--- src/rtl/clkmon_pkg.sv ---
// Shared widths for the clock status register.
// Assumes one status bit per monitored clock and a binary select status.
package clkmon_pkg;
    localparam int unsigned CLKMON_NCLK  = 4;
    localparam int unsigned CLKMON_SELW  = 2;
    localparam int unsigned CLKMON_REGW  = CLKMON_NCLK + CLKMON_SELW + 2;
endpackage

--- src/rtl/clkmon_sticky.sv ---
// Sticky capture of per-clock status bits.
// A bit is set by its input and held until the clear pulse. The clear pulse
// does not beat an input that is still high. evt_set_o flags a 0->1 transition.
module clkmon_sticky #(
    parameter int unsigned N = 4
) (
    input  logic         clk,
    input  logic         rst_n,
    input  logic [N-1:0] stat_i,
    input  logic         clr_i,
    output logic [N-1:0] sticky_o,
    output logic         evt_set_o
);
    logic [N-1:0] sticky_q;
    logic [N-1:0] base;

    // Value the bits hold before new inputs are merged in.
    always_comb base = clr_i ? '0 : sticky_q;

    // Latch set requests and apply the clear.
    always_ff @(posedge clk) begin
        if (!rst_n) sticky_q <= '0;
        else        sticky_q <= base | stat_i;
    end

    // Newly set bit detection.
    always_comb evt_set_o = |(stat_i & ~base);

    assign sticky_o = sticky_q;

    // without a clear, no set bit ever drops.
    a_r2_sticky_hold: assert property (@(posedge clk) disable iff (!rst_n)
        !clr_i |=> ((sticky_q & $past(sticky_q)) == $past(sticky_q)));
    // after a clear, only bits with a high input can be set.
    a_r3_clear_empties: assert property (@(posedge clk) disable iff (!rst_n)
        clr_i |=> ((sticky_q & ~$past(stat_i)) == '0));
endmodule

--- src/rtl/clkmon_edge_det.sv ---
// Edge detection on the lock indicator and the select status.
// Keeps registered copies. During reset the copies load the live inputs, so
// levels present at reset are not taken as edges.
module clkmon_edge_det #(
    parameter int unsigned SW = 2
) (
    input  logic          clk,
    input  logic          rst_n,
    input  logic          lock_i,
    input  logic [SW-1:0] sel_i,
    output logic          lock_q_o,
    output logic [SW-1:0] sel_q_o,
    output logic          evt_lock_o,
    output logic          evt_sel_o
);
    logic          lock_q;
    logic [SW-1:0] sel_q;

    // History registers; always track the inputs, reset included.
    always_ff @(posedge clk) begin
        lock_q <= lock_i;
        sel_q  <= sel_i;
    end

    // Falling lock and any select change are events; nothing fires in reset.
    always_comb begin
        evt_lock_o = rst_n && lock_q && !lock_i;
        evt_sel_o  = rst_n && (sel_q != sel_i);
    end

    assign lock_q_o = lock_q;
    assign sel_q_o  = sel_q;

    // a steady low lock raises no lock event.
    a_r5_no_level_retrigger: assert property (@(posedge clk) disable iff (!rst_n)
        (!lock_q && !lock_i) |-> !evt_lock_o);
endmodule

--- src/rtl/clkmon_irq_flag.sv ---
// Interrupt flag: set by any event, cleared by a host read. An event wins
// over a read in the same cycle.
module clkmon_irq_flag (
    input  logic clk,
    input  logic rst_n,
    input  logic evt_i,
    input  logic rd_stb_i,
    output logic flag_o
);
    logic flag_q;

    // Set on an event, clear on a read; the event has priority.
    always_ff @(posedge clk) begin
        if (!rst_n)        flag_q <= 1'b0;
        else if (evt_i)    flag_q <= 1'b1;
        else if (rd_stb_i) flag_q <= 1'b0;
    end

    assign flag_o = flag_q;

    // an event always leaves the flag set, read or not.
    a_r8_event_wins: assert property (@(posedge clk) disable iff (!rst_n)
        evt_i |=> flag_q);
    // a read without an event clears the flag.
    a_r7_read_clears: assert property (@(posedge clk) disable iff (!rst_n)
        (rd_stb_i && !evt_i) |=> !flag_q);
    // the flag rises only because of an event.
    a_r10_no_spurious: assert property (@(posedge clk) disable iff (!rst_n)
        (!flag_q && !evt_i) |=> !flag_q);
endmodule

--- src/rtl/clkmon_status_reg.sv ---
// Status register for a clock-management device. It combines the sticky
// per-clock bits, the lock and select edge detectors and the interrupt flag.
// It returns a snapshot taken at the read strobe and drives the gated,
// active-low interrupt pin. Assumes all inputs are synchronous to clk.
module clkmon_status_reg
    import clkmon_pkg::*;
#(
    parameter int unsigned N_CLK = CLKMON_NCLK,
    parameter int unsigned SEL_W = CLKMON_SELW,
    localparam int unsigned REG_W = N_CLK + SEL_W + 2
) (
    input  logic             clk,
    input  logic             rst_n,
    input  logic [N_CLK-1:0] clk_stat_i,
    input  logic             lock_i,
    input  logic [SEL_W-1:0] sel_stat_i,
    input  logic             rd_stb_i,
    output logic [REG_W-1:0] rd_data_o,
    input  logic             sticky_clr_i,
    input  logic             irq_en_i,
    output logic             irq_n_o
);
    logic [N_CLK-1:0] sticky;
    logic             evt_set, evt_lock, evt_sel, evt_any;
    logic             lock_q;
    logic [SEL_W-1:0] sel_q;
    logic             flag;
    logic [REG_W-1:0] reg_now;
    logic [REG_W-1:0] rd_q;

    clkmon_sticky #(.N(N_CLK)) u_sticky (
        .clk(clk), .rst_n(rst_n), .stat_i(clk_stat_i), .clr_i(sticky_clr_i),
        .sticky_o(sticky), .evt_set_o(evt_set)
    );

    clkmon_edge_det #(.SW(SEL_W)) u_edge (
        .clk(clk), .rst_n(rst_n), .lock_i(lock_i), .sel_i(sel_stat_i),
        .lock_q_o(lock_q), .sel_q_o(sel_q),
        .evt_lock_o(evt_lock), .evt_sel_o(evt_sel)
    );

    // Any of the three event types sets the flag.
    always_comb evt_any = evt_set | evt_lock | evt_sel;

    clkmon_irq_flag u_flag (
        .clk(clk), .rst_n(rst_n), .evt_i(evt_any), .rd_stb_i(rd_stb_i),
        .flag_o(flag)
    );

    // Register image: flag, sticky bits, inverted lock, select status.
    always_comb reg_now = {flag, sticky, ~lock_q, sel_q};

    // Snapshot the image at the read strobe, before the flag clears.
    always_ff @(posedge clk) begin
        if (!rst_n)        rd_q <= '0;
        else if (rd_stb_i) rd_q <= reg_now;
    end

    assign rd_data_o = rd_q;

    // Pin is active-low and gated by the enable.
    always_comb irq_n_o = !(flag && irq_en_i);

    // a disabled interrupt keeps the pin high.
    a_r9_pin_gated: assert property (@(posedge clk) disable iff (!rst_n)
        !irq_en_i |-> irq_n_o);
    // a falling lock input sets the flag on the next edge.
    a_r5_lock_loss_flags: assert property (@(posedge clk) disable iff (!rst_n)
        $fell(lock_i) |=> flag);
    // a select change sets the flag on the next edge.
    a_r6_sel_change_flags: assert property (@(posedge clk) disable iff (!rst_n)
        !$stable(sel_stat_i) |=> flag);
    // the snapshot holds between reads.
    a_r7_snapshot_stable: assert property (@(posedge clk) disable iff (!rst_n)
        !rd_stb_i |=> $stable(rd_data_o));
endmodule

--- config.mk ---
export PLATFORM = sky130hd
export DESIGN_NAME = clkmon_status_reg
export DESIGN_NICKNAME = d
export VERILOG_FILES = /design/src/rtl/clkmon_pkg.sv /design/src/rtl/clkmon_sticky.sv /design/src/rtl/clkmon_edge_det.sv /design/src/rtl/clkmon_irq_flag.sv /design/src/rtl/clkmon_status_reg.sv
export SDC_FILE = /design/constraint.sdc
export NUM_CORES = 1
export LEC_CHECK = 0
export BUFFER_PORTS_ARGS = -buffer_cell sky130_fd_sc_hd__buf_4
export CORE_AREA = 2 2 39 41
export CTS_BUF_LIST = sky130_fd_sc_hd__clkbuf_4 sky130_fd_sc_hd__clkbuf_8
export CTS_CLUSTER_SIZE = 14
export DETAILED_ROUTE_END_ITERATION = 8
export DIE_AREA = 0 0 41 43
export PLACE_DENSITY = 0.76
export SLEW_MARGIN = 20
export SYNTH_ARGS = -nofsm -noshare
export SYNTH_HDL_FRONTEND = slang
export SYNTH_SLANG_ARGS = --single-unit
export TNS_END_PERCENT = 100
--- constraint.sdc ---
create_clock -name clk -period 2 [get_ports clk]
set_input_delay 0.1 -clock clk [delete_from_list [all_inputs] [get_ports clk]]
set_output_delay 0.1 -clock clk [all_outputs]
set_load 0.005 [all_outputs]
* After elaboration in Yosys (flattened, before gate mapping)
Index checks and enable logic that the tools add are counted.
** Word-level totals
- Register bits after elaboration :: 16
- Output and inout port bits :: 9
- Logic and storage cells :: 23
** Cells by class
- Equality and inequality tests :: 1
- Mux-type cells :: 3
- Bitwise gates (word level) :: 6
- Reduce and logical (&&, ||, !) cells :: 8
** Operators by type and width (number)
- 4-bit AND :: 1
- 1-bit logical AND :: 4
- 4-bit two-way mux :: 1
- 4-bit NOT :: 1
- 4-bit OR :: 1
- 4-bit OR reduction :: 1
- 1-bit zero test :: 2
- 1-bit two-way mux :: 2
- 2-bit inequality test :: 1
- 1-bit OR :: 2
- 2-bit nonzero test :: 1
- 1-bit NOT :: 1

* Logic depth before layout (Yosys ltp)
Gate-level depths: netlist of run 1.
- Word-level depth :: 7
- Gate-level depth with buffers :: 4

* Hierarchy
A second synthesis of run 1 with hierarchy kept.
** Unflattened totals
- Cell total of the unflattened synthesis :: 57
- Area, all modules :: 623.1 um^2
** By module, submodules not included
- clkmon_status_reg :: times used 1, cells each 27, area an instance 309.0 um^2, sequential area each 160.2 um^2
- clkmon_sticky :: times used 1, cells each 19, area an instance 180.2 um^2, sequential area each 80.1 um^2
- clkmon_edge_det :: times used 1, cells each 8, area an instance 92.6 um^2, sequential area each 60.1 um^2
- clkmon_irq_flag :: times used 1, cells each 3, area an instance 41.3 um^2, sequential area each 20.0 um^2

* Worst setup path after synthesis of run 1
No wires, ideal clock.
- Path kind :: register to register
- Start point :: reg u_sticky.sticky_q[1], in the netlist u_sticky.sticky_o[1]
- End point :: reg u_flag.flag_q, in the netlist u_flag.flag_o
- Library setup time :: 143 ps
- Arrival :: 759 ps
- Data required time :: 1857 ps
- Path slack :: 1098 ps
- Cell stages (with the launch flop) :: 4
- Clock period less this slack :: 902 ps
- Cell sequence :: dfxtp_1 -> inv_1 -> a222oi_1 -> a41oi_1
** On the way
- Longest elaborated chain between the ends :: 7
- Elaborated cells between the ends (all ways) :: 8
** Ends and longest elaborated chain
- start, declared :: line clkmon_sticky.sv:14 : logic [N-1:0] sticky_q;
- start signal, assigned :: line clkmon_sticky.sv:23 : else sticky_q <= base | stat_i;
- 4-bit two-way mux (*) :: line clkmon_sticky.sv:18 : always_comb base = clr_i ? '0 : sticky_q;
- 4-bit NOT (*) :: line clkmon_sticky.sv:27 : always_comb evt_set_o = |(stat_i & ~base);
- 4-bit AND (*) :: line clkmon_sticky.sv:27
- 4-bit OR reduction (*) :: line clkmon_sticky.sv:27
- 1-bit OR (*) (2 in a row) :: line clkmon_status_reg.sv:43 : always_comb evt_any = evt_set | evt_lock | evt_sel;
- 1-bit two-way mux or 2-bit nonzero test (tied branches)
- end signal, assigned :: line clkmon_irq_flag.sv:14 : if (!rst_n) flag_q <= 1'b0;
- end signal, assigned :: line clkmon_irq_flag.sv:15 : else if (evt_i) flag_q <= 1'b1;
- end signal, assigned :: line clkmon_irq_flag.sv:16 : else if (rd_stb_i) flag_q <= 1'b0;
- end, declared :: line clkmon_irq_flag.sv:10 : logic flag_q;
Mark *: on every way between the ends. The rest lies on a longest branch, timed or not.
A chain may end at the register's enable or synchronous reset.

* Worst setup path in the final report of run 1
- Start point :: in lock_i
- End point :: reg u_flag.flag_q, in the netlist u_flag.flag_o
** On the way
- Longest elaborated chain between the ends :: 5
- Elaborated cells between the ends (all ways) :: 6
** Ends and longest elaborated chain
- start, declared :: line clkmon_status_reg.sv:15 : input logic lock_i,
- 1-bit zero test (*) :: line clkmon_edge_det.sv:27 : evt_lock_o = rst_n && lock_q && !lock_i;
- 1-bit logical AND (*) :: line clkmon_edge_det.sv:27
- 1-bit OR (*) (2 in a row) :: line clkmon_status_reg.sv:43
- 1-bit two-way mux or 2-bit nonzero test (tied branches)
Marks and branches as above.

==> impl_metrics.env, run 1 <==
export IMPL_min_period_ns=1.18
export IMPL_crit_slowest_cell="dlygate4sd3_1"
export IMPL_reg2reg_to="u_flag.flag_o"
export IMPL_fp_dieW_um=41
export IMPL_post_route_drc_count=0
export IMPL_path_clk_slew_ns=0.09
export IMPL_grt_pass1_vias=399
export IMPL_hold_violations=0
export IMPL_tightest_slew_ns=0.384
export IMPL_seq_area_frac_synth_pct=56.0
export IMPL_status="completed"
export IMPL_grt_max_degree=14
export IMPL_syn_avg_cell_area_um2=9.86
export IMPL_reg2reg_from="u_sticky.sticky_o[1]"
export IMPL_drtIter0Drc=10
export IMPL_startpoint_type="primary input"
export IMPL_syn_num_nets=70
export IMPL_place_congestion=0.717
export IMPL_crit_type="in -> reg"
export IMPL_grt_usage_pct=14.4
export IMPL_ant_nets=0
export IMPL_cts_tree="built"
export IMPL_grt_overflow=0
export IMPL_leakagePower_nw=0.392
export IMPL_worst_ep_arrival_time_ns=1.31
export IMPL_netlist_instances=58
export IMPL_synth_top_area_share_pct=56.0
export IMPL_first_pass_iters=4
export IMPL_area_growth_pct=38.7
export IMPL_cts_buffers=3
export IMPL_cp_slowest_stage_delay_ns=0.52
export IMPL_end_kind="register"
export IMPL_critPathBufInv=3
export IMPL_path_cells="dlygate4sd3_1 > buf_4 > inv_1 > a222oi_1 > a41oi_1"
export IMPL_crit_family="buffers and inverters"
export IMPL_io_pins=21
export IMPL_die_h_um=43
export IMPL_row_count=14
export IMPL_antenna_found_initial=0
export IMPL_yosys_warnings=0
export IMPL_routed_wl_um=1120
export IMPL_cp_max_fo=2
export IMPL_worst_path_stages=5
export IMPL_yosys_top_cells_area="dfxtp_1, mux2i_1, nor2_1"
export IMPL_htree_levels=1
export IMPL_dieArea_mm2=0.00176
export IMPL_num_vias=466
export IMPL_cts_sinks=16
export IMPL_start_util_pct=41.3
export IMPL_slew_violations=0
export IMPL_fillerInstances=125
export IMPL_yosysUniqueCellTypes=15
export IMPL_utilization_pct=57.3
export IMPL_fmax_ghz=0.849
export IMPL_worst_r2r_setup_slack_ns=0.87
export IMPL_skew_ns=0.00299
export IMPL_grt_pass1_wl_um=1660
export IMPL_reg2regPathDepth=3
export IMPL_finalSetupViolations=0
export IMPL_syn_cell_area_um2=572
export IMPL_avgRoutedWirePerCell_um=11.3
export IMPL_avgViaCountPerCell=4.71
export IMPL_fin_crit_sh_pct=58.9
export IMPL_drv_cap=0
export IMPL_crit_end="u_flag.flag_o"
export IMPL_rsz0062_at_grt="no"
export IMPL_clk_path_buf_depth=2
export IMPL_final_nets=96
export IMPL_drive_gt1_share_pct=30.1
export IMPL_pwr_density_cell_mw_per_mm2=800
export IMPL_hold_class="in -> reg"
export IMPL_cts_root_buf="clkbuf_4"
export IMPL_clock_latency_ns=0.28
export IMPL_cts_resized=0
export IMPL_ir_drop_uv=386
export IMPL_hpwl_um=846
export IMPL_synth_seq_cells=16
export IMPL_slew_headroom_pct=74.4
export IMPL_fin_tns_setup_ns=0
export IMPL_required_ns=2.13
export IMPL_diodes=0
export IMPL_core_area_mm2=0.00138
export IMPL_startpoint="lock_i"
export IMPL_io_buffer_count=20
export IMPL_yosysTopAreaCell="dfxtp_1"
[worst min-delay path by stage]
stage / to / cells past startpoint / slack, ns / startpoint
detailed placement: u_edge.lock_q_o / 1 / 0.22 / lock_i
CTS: u_sticky.sticky_o[1] / 3 / 0.04 / clk_stat_i[1]
global placement: u_edge.lock_q_o / 1 / 0.21 / lock_i
global route: u_sticky.sticky_o[1] / 3 / 0.04 / clk_stat_i[1]
floorplan: u_edge.lock_q_o / 0 / 0.13 / lock_i
finish: u_sticky.sticky_o[1] / 3 / 0.05 / clk_stat_i[1]
[stage by stage]
| step | std cells | setup WS, ns | hold slack [ns] | total power, mW | instance area [um2] |
|---|---|---|---|---|---|
| 3_3_place_gp | 92 | 0.981 | 0.213 | 0.428 | 727 |
| 3_5_place_dp | 92 | 0.878 | 0.218 | 0.431 | 727 |
| 4_1_cts | 99 | 0.823 | 0.0428 | 0.645 | 793 |
| 5_1_grt | 99 | 0.773 | 0.0443 | 0.668 | 793 |
| 6_report | 99 | 0.822 | 0.0546 | 0.634 | 793 |
| 2_1_floorplan | 58 | 1.10 | 0.128 | 0.391 | 572 |
[worst reg2reg max path: stages (launching register included)]
cell	delay, ns
dfxtp_1	0.36
inv_1	0.06
a222oi_1	0.39
a41oi_1	0.18
[cells in the mapped netlist]
cell and number:
nor2_1 12, nand2_1 1, a21oi_1 4, dfxtp_1 16, clkbuf_1 1, a222oi_1 2
a41oi_1 1, nand2b_1 1, mux2i_1 7, inv_2 1, o31ai_1 1, inv_1 7
xor2_1 2, a211oi_1 1, buf_6 1
[layout make-up]
class | instances | area [um2] | share of cell area [%]
multi-input combinational | 32 | 206 | 26.0
clock buffer | 4 | 36.3 | 4.57
sequential | 16 | 320 | 40.4
timing repair buffer | 23 | 180 | 22.7
inverter | 8 | 30.0 | 3.79
tap | 16 | 20.0 | 2.52
[repair_timing]
| item | CTS | global route |
|---|---|---|
| hold buffers | 3 | 0 |
| setup buffers | 0 | 0 |
| hold endpoints to repair | 3 | 0 |
[registers in the layout, indices dropped and copies added (netlist names)]
name	flops
rd_data_o	8
u_sticky.sticky_o	4
u_edge.sel_q_o	2
u_edge.lock_q_o	1
u_flag.flag_o	1
[where the power goes]
part	total, mW	internal (mW)	switching [mW]
Combinational	0.0804	0.0465	0.0340
Clock	0.206	0.111	0.0957
Sequential	0.347	0.337	0.0105
Total	0.634	0.494	0.140
[placed cells by master, fill, tap and decap left out]
master	synthesis	layout
nand2b_1	1	1
clkbuf_8	0	1
buf_4	0	20
clkbuf_4	0	3
xor2_1	2	2
dfxtp_1	16	16
a41oi_1	1	1
a21oi_1	4	4
a222oi_1	2	2
dlygate4sd3_1	0	3
inv_1	7	7
a211oi_1	1	1
mux2i_1	7	7
nor2_1	12	12
nand2_1	1	1
o31ai_1	1	1
inv_2	1	1
[routing by layer]
| layer | vias up | track usage [%] | share of wire (%) |
|---|---|---|---|
| met4 | 0 | 10.0 | 1.3 |
| met3 | 2 | 3.66 | 8.1 |
| met2 | 17 | 21.9 | 45 |
| met1 | 204 | 16.7 | 45 |
| li1 | 243 | - | - |
| met5 | - | 0 | 0 |
[cells by family (layout without fill, tap and decap cells)]
| logic type | Yosys count | after routing | share of synthesized area, % |
|---|---|---|---|
| and+or+nand+nor | 14 | 14 | 9.63 |
| muxes | 7 | 7 | 12.3 |
| AOI/OAI and AO/OA | 9 | 9 | 11.2 |
| DFF | 16 | 16 | 56.0 |
| xor gates and xnor gates | 2 | 2 | 3.06 |
| buffers and inverters | 10 | 35 | 7.88 |
No activity file was read; power rests on OpenSTA's default activity.
==> run 2: changes to the inputs <==
Clock period 2 ns to 1.2 ns, I/O delays scaled along.
==> run 2 against run 1 <==
The run now ends with hold timing left. Clock power increased by 33%. Critical path depth unchanged. Worst setup slack got worse by 0.66 ns. Utilization fell by 0.99 points. Die area stayed put. Clock skew grew 0.0029 ns. Count of clock-buffer cells in the layout fell by 1. Sequential cell count unchanged. Final cell count fell by 1.0%. Combinational power grew 64%. Routed wire length shrank 3.1%. Via count rose by 2.6%.
==> impl_metrics.env, run 2 (synthesis results as in run 1) <==
export IMPL_num_vias=478
export IMPL_avgRoutedWirePerCell_um=11.0
export IMPL_dieArea_mm2=0.00176
export IMPL_area_growth_pct=36.3
export IMPL_cts_resized=0
export IMPL_fp_dieW_um=41
export IMPL_grt_max_degree=14
export IMPL_grt_pass1_wl_um=1630
export IMPL_fmax_ghz=0.967
export IMPL_hpwl_um=773
export IMPL_leakagePower_nw=0.385
export IMPL_final_cell_mix="buf_4, dfxtp_1, nor2_1"
export IMPL_routed_wl_um=1080
export IMPL_hold_ws_ns=-0.00177
export IMPL_cts_buffers=3
export IMPL_startpoint_type="primary input"
export IMPL_holdCritStartpoint="clk_stat_i[1]"
export IMPL_end_kind="register"
export IMPL_cts_sinks=16
export IMPL_layout_commonest_cell="buf_4"
export IMPL_grt_overflow=0
export IMPL_core_area_mm2=0.00138
export IMPL_crit_type="in -> reg"
export IMPL_switchingPower_mw=0.228
export IMPL_diodes=0
export IMPL_io_pins=21
export IMPL_fin_tns_setup_ns=0
export IMPL_ir_drop_uv=697
export IMPL_cts_tree="built"
export IMPL_reg2reg_to="u_flag.flag_o"
export IMPL_path_clk_slew_ns=0.09
export IMPL_worst_r2r_setup_slack_ns=0.20
export IMPL_required_ns=1.35
export IMPL_place_congestion=0.759
export IMPL_utilization_pct=56.3
export IMPL_ant_nets=0
export IMPL_clk_path_buf_depth=2
export IMPL_avgViaCountPerCell=4.88
export IMPL_reg2regPathDepth=3
export IMPL_pwr_share_comb_pct=13.4
export IMPL_fin_crit_sh_pct=86.1
export IMPL_rsz0062_at_grt="no"
export IMPL_p_total_mw=0.984
export IMPL_reg2reg_from="u_sticky.sticky_o[1]"
export IMPL_htree_levels=1
export IMPL_hold_depth=3
export IMPL_power_share_clock_pct=27.8
export IMPL_slew_violations=0
export IMPL_cts_root_buf="clkbuf_4"
export IMPL_row_count=14
export IMPL_clock_latency_ns=0.29
export IMPL_drv_cap=0
export IMPL_hold_class="in -> reg"
export IMPL_finalSetupViolations=0
export IMPL_start_util_pct=41.3
export IMPL_drtIter0Drc=7
export IMPL_antenna_found_initial=0
export IMPL_design_area_um2=779
export IMPL_cp_max_fo=2
export IMPL_worstHoldEndpoint="u_sticky.sticky_o[1]"
export IMPL_slew_headroom_pct=74.6
export IMPL_pwr_density_cell_mw_per_mm2=1260
export IMPL_tightest_slew_ns=0.380
export IMPL_drive_gt1_share_pct=29.3
export IMPL_die_h_um=43
export IMPL_status="finished with violations"
export IMPL_post_route_drc_count=0
export IMPL_violations="hold timing"
export IMPL_grt_usage_pct=14.2
export IMPL_io_buffer_count=20
export IMPL_swShare_pct=23.2
export IMPL_pwr_share_seq_pct=58.8
export IMPL_p_int_mw=0.756
export IMPL_placed_area_um2=727
export IMPL_min_period_ns=1.03
export IMPL_postCtsSetupRepairBufs=0
export IMPL_first_pass_iters=4
export IMPL_final_nets=96
export IMPL_grt_pass1_vias=439
export IMPL_worst_ep_arrival_time_ns=1.18
export IMPL_hold_violations=1
export IMPL_largest_reg_flops=8
export IMPL_skew_ns=0.00586
-- run 2: cell count changes in the layout (fill, tap and decap cells not counted), sizes merged --
cell and delta:
clkbuf -1
-- run 2: stage by stage --
stage / setup WS, ns / instances
2_1_floorplan: 0.298 / 58
3_3_place_gp: 0.260 / 92
3_5_place_dp: 0.201 / 92
4_1_cts: 0.164 / 98
5_1_grt: 0.102 / 98
6_report: 0.166 / 98
-- run 2: worst max-delay path by stage --
stage	startpoint	endpoint	cells past startpoint
6_report	lock_i	u_flag.flag_o	5
5_1_grt	lock_i	u_flag.flag_o	5
4_1_cts	lock_i	u_flag.flag_o	5
3_5_place_dp	u_sticky.sticky_o[1]	u_flag.flag_o	3
3_3_place_gp	u_sticky.sticky_o[1]	u_flag.flag_o	3
2_1_floorplan	u_sticky.sticky_o[1]	u_flag.flag_o	3
-- run 2: power groups by stage --
stage	logic (mW)	clock network, mW	registers, mW
floorplan	0.0613	0	0.590
global placement	0.123	0	0.591
detailed placement	0.126	0	0.592
CTS	0.134	0.279	0.579
global route	0.147	0.299	0.583
finish	0.132	0.273	0.579
-- run 2: metal layers --
| layer | up-vias | track usage [%] | wire [um] |
|---|---|---|---|
| met5 | - | 0 | 0 |
| met4 | 0 | 12.0 | 40 |
| met3 | 5 | 3.14 | 75 |
| met2 | 20 | 21.9 | 498 |
| met1 | 212 | 15.4 | 468 |
| li1 | 241 | - | - |
-- run 2: worst max-delay path, cell delays in order --
cell	delay, ns
dlygate4sd3_1	0.54
buf_4	0.11
inv_1	0.03
a222oi_1	0.29
a41oi_1	0.15
-- run 2: what timing repair did --
action / in CTS / in global routing
hold endpoints to repair: 3 / 0
endpoints found under the setup margin: 0 / 0
hold buffers: 3 / 0
-- run 2: area by class of cell --
cell class	count	area, um2
well taps	16	20.0
flip-flops and latches	16	320
clock buffers	3	22.5
multi-input cells	32	206
inverters	8	30.0
fillers	131	604
repair buffers	23	180
==> run 3: changes to the inputs <==
Settings changed: CTS_BUF_LIST sky130_fd_sc_hd__clkbuf_4 sky130_fd_sc_hd__clkbuf_8 to sky130_fd_sc_hd__clkbuf_16.
==> run 3 against run 2 <==
The run now ends clean. Register-to-register slack lost 0.02 ns. Sequential power is essentially flat. Largest cell class unchanged. Largest power group is now clock. Clock power grew 130%. Routed wire length grew 6.4%. Critical path depth is the same. Final cell count is the same. Worst setup slack lost 0.070 ns. Sequential share of layout area shrank 2.6 points. Global-route usage grew 1.4 points. Cell area grew 6.7%. Clock skew shrank 0.0050 ns.
==> impl_metrics.env, run 3 (synthesis results as in run 1) <==
export IMPL_fillerInstances=120
export IMPL_cts_sinks=16
export IMPL_fin_tns_setup_ns=0
export IMPL_startpoint_type="primary input"
export IMPL_final_cell_mix="buf_4, dfxtp_1, nor2_1"
export IMPL_tightest_slew_ns=0.391
export IMPL_layout_commonest_cell="buf_4"
export IMPL_drive_gt1_share_pct=29.3
export IMPL_dp_slack_ns=0.201
export IMPL_grt_pass1_vias=467
export IMPL_slew_violations=0
export IMPL_hpwl_um=773
export IMPL_cts_tree="built"
export IMPL_reg2reg_to="u_flag.flag_o"
export IMPL_rsz0062_at_grt="no"
export IMPL_required_ns=1.30
export IMPL_ant_nets=0
export IMPL_first_pass_iters=4
export IMPL_area_growth_pct=45.5
export IMPL_reg2reg_from="u_sticky.sticky_o[1]"
export IMPL_cp_slowest_stage_delay_ns=0.54
export IMPL_grt_usage_pct=15.7
export IMPL_grt_pass1_wl_um=1740
export IMPL_finalSetupViolations=0
export IMPL_start_util_pct=41.3
export IMPL_multi_input_area_um2=206
export IMPL_path_cells="dlygate4sd3_1 > buf_4 > inv_1 > a222oi_1 > a41oi_1"
export IMPL_p_total_mw=1.34
export IMPL_status="completed"
export IMPL_cp_max_fo=2
export IMPL_drtIter0Drc=9
export IMPL_leakagePower_nw=0.408
export IMPL_min_period_ns=1.10
export IMPL_place_congestion=0.759
export IMPL_placedCellCount=92
export IMPL_grt_max_degree=14
export IMPL_drv_cap=0
export IMPL_ir_drop_uv=901
export IMPL_row_count=14
export IMPL_hold_class="in -> reg"
export IMPL_diodes=0
export IMPL_crit_type="in -> reg"
export IMPL_cts_buffers=3
export IMPL_worst_ep_arrival_time_ns=1.20
export IMPL_grt_overflow=0
export IMPL_reg2regPathDepth=3
export IMPL_end_kind="register"
export IMPL_path_clk_slew_ns=0.05
export IMPL_holdCritStartpoint="clk_stat_i[3]"
export IMPL_final_nets=96
export IMPL_hold_depth=3
export IMPL_core_area_mm2=0.00138
export IMPL_htree_levels=1
export IMPL_pwr_density_cell_mw_per_mm2=1610
export IMPL_crit_slowest_cell="dlygate4sd3_1"
export IMPL_worst_r2r_setup_slack_ns=0.18
export IMPL_skew_ns=0.000868
export IMPL_slew_headroom_pct=73.9
export IMPL_clk_path_buf_depth=2
export IMPL_fmax_ghz=0.906
export IMPL_postCtsSetupRepairBufs=0
export IMPL_worstHoldEndpoint="u_sticky.sticky_o[3]"
export IMPL_antenna_found_initial=0
export IMPL_final_setup_worst_slack_ns=0.0959
export IMPL_clock_latency_ns=0.24
export IMPL_num_vias=475
export IMPL_fp_dieW_um=41
export IMPL_routed_wl_um=1150
export IMPL_io_pins=21
export IMPL_largest_reg_flops=8
export IMPL_hold_violations=0
export IMPL_dieArea_mm2=0.00176
export IMPL_layoutNonFillerInstCount=98
export IMPL_io_buffer_count=20
export IMPL_die_h_um=43
export IMPL_seq_area_um2=320
export IMPL_cts_root_buf="clkbuf_16"
export IMPL_avgRoutedWirePerCell_um=11.7
export IMPL_post_route_drc_count=0
export IMPL_fin_crit_sh_pct=92.0
export IMPL_avgViaCountPerCell=4.85
==> run 3: worst max path at each step <==
stage	start	end	slack (ns)	depth (start not counted)
2_1_floorplan	u_sticky.sticky_o[1]	u_flag.flag_o	0.30	3
3_3_place_gp	u_sticky.sticky_o[1]	u_flag.flag_o	0.26	3
3_5_place_dp	u_sticky.sticky_o[1]	u_flag.flag_o	0.20	3
4_1_cts	lock_i	u_flag.flag_o	0.09	5
5_1_grt	lock_i	u_flag.flag_o	0.03	5
6_report	lock_i	u_flag.flag_o	0.1	5
==> run 3: where the power goes <==
group / total [mW] / switching (mW) / internal [mW]
registers: 0.582 / 0.0172 / 0.564
clock network: 0.622 / 0.187 / 0.436
logic: 0.134 / 0.0560 / 0.0775
total: 1.34 / 0.260 / 1.08
==> run 3: what timing repair did <==
item / in CTS / in global routing
hold endpoints to repair: 3 / 0
gates resized for setup: 0 / 0
hold buffers: 3 / 0
==> run 3: per-layer routing <==
| layer | up-vias | share of wire (%) | global-route usage [%] |
|---|---|---|---|
| met4 | 0 | 3.7 | 14.0 |
| met2 | 18 | 46 | 24.1 |
| li1 | 242 | - | - |
| met5 | - | 0 | 0 |
| met1 | 210 | 45 | 15.8 |
| met3 | 5 | 5.2 | 4.71 |
==> run 3: layout make-up <==
cell class                      count  share of cell area, %
Tap cell                           16                   2.41
Inverter                            8                   3.61
Clock buffer                        3                   9.02
Timing Repair Buffer               23                   21.7
Sequential cell                    16                   38.5
Multi-Input combinational cell     32                   24.8
==> run 3: stage by stage <==
| step | hold slack, ns | area (um2) | util (%) |
|---|---|---|---|
| after detailed placement | 0.177 | 727 | 52.5 |
| final | 0.0494 | 832 | 60.1 |
| after global routing | 0.0547 | 832 | 60.1 |
| after floorplan | 0.0877 | 572 | - |
| after global placement | 0.174 | 727 | 52.5 |
| after CTS | 0.0465 | 832 | 60.1 |
==> run 3: worst max-delay path: cells and delay by family <==
kind                   cells  cell delay, ns
AOI/OAI and AO/OA          2            0.47
buffers and inverters      3            0.68
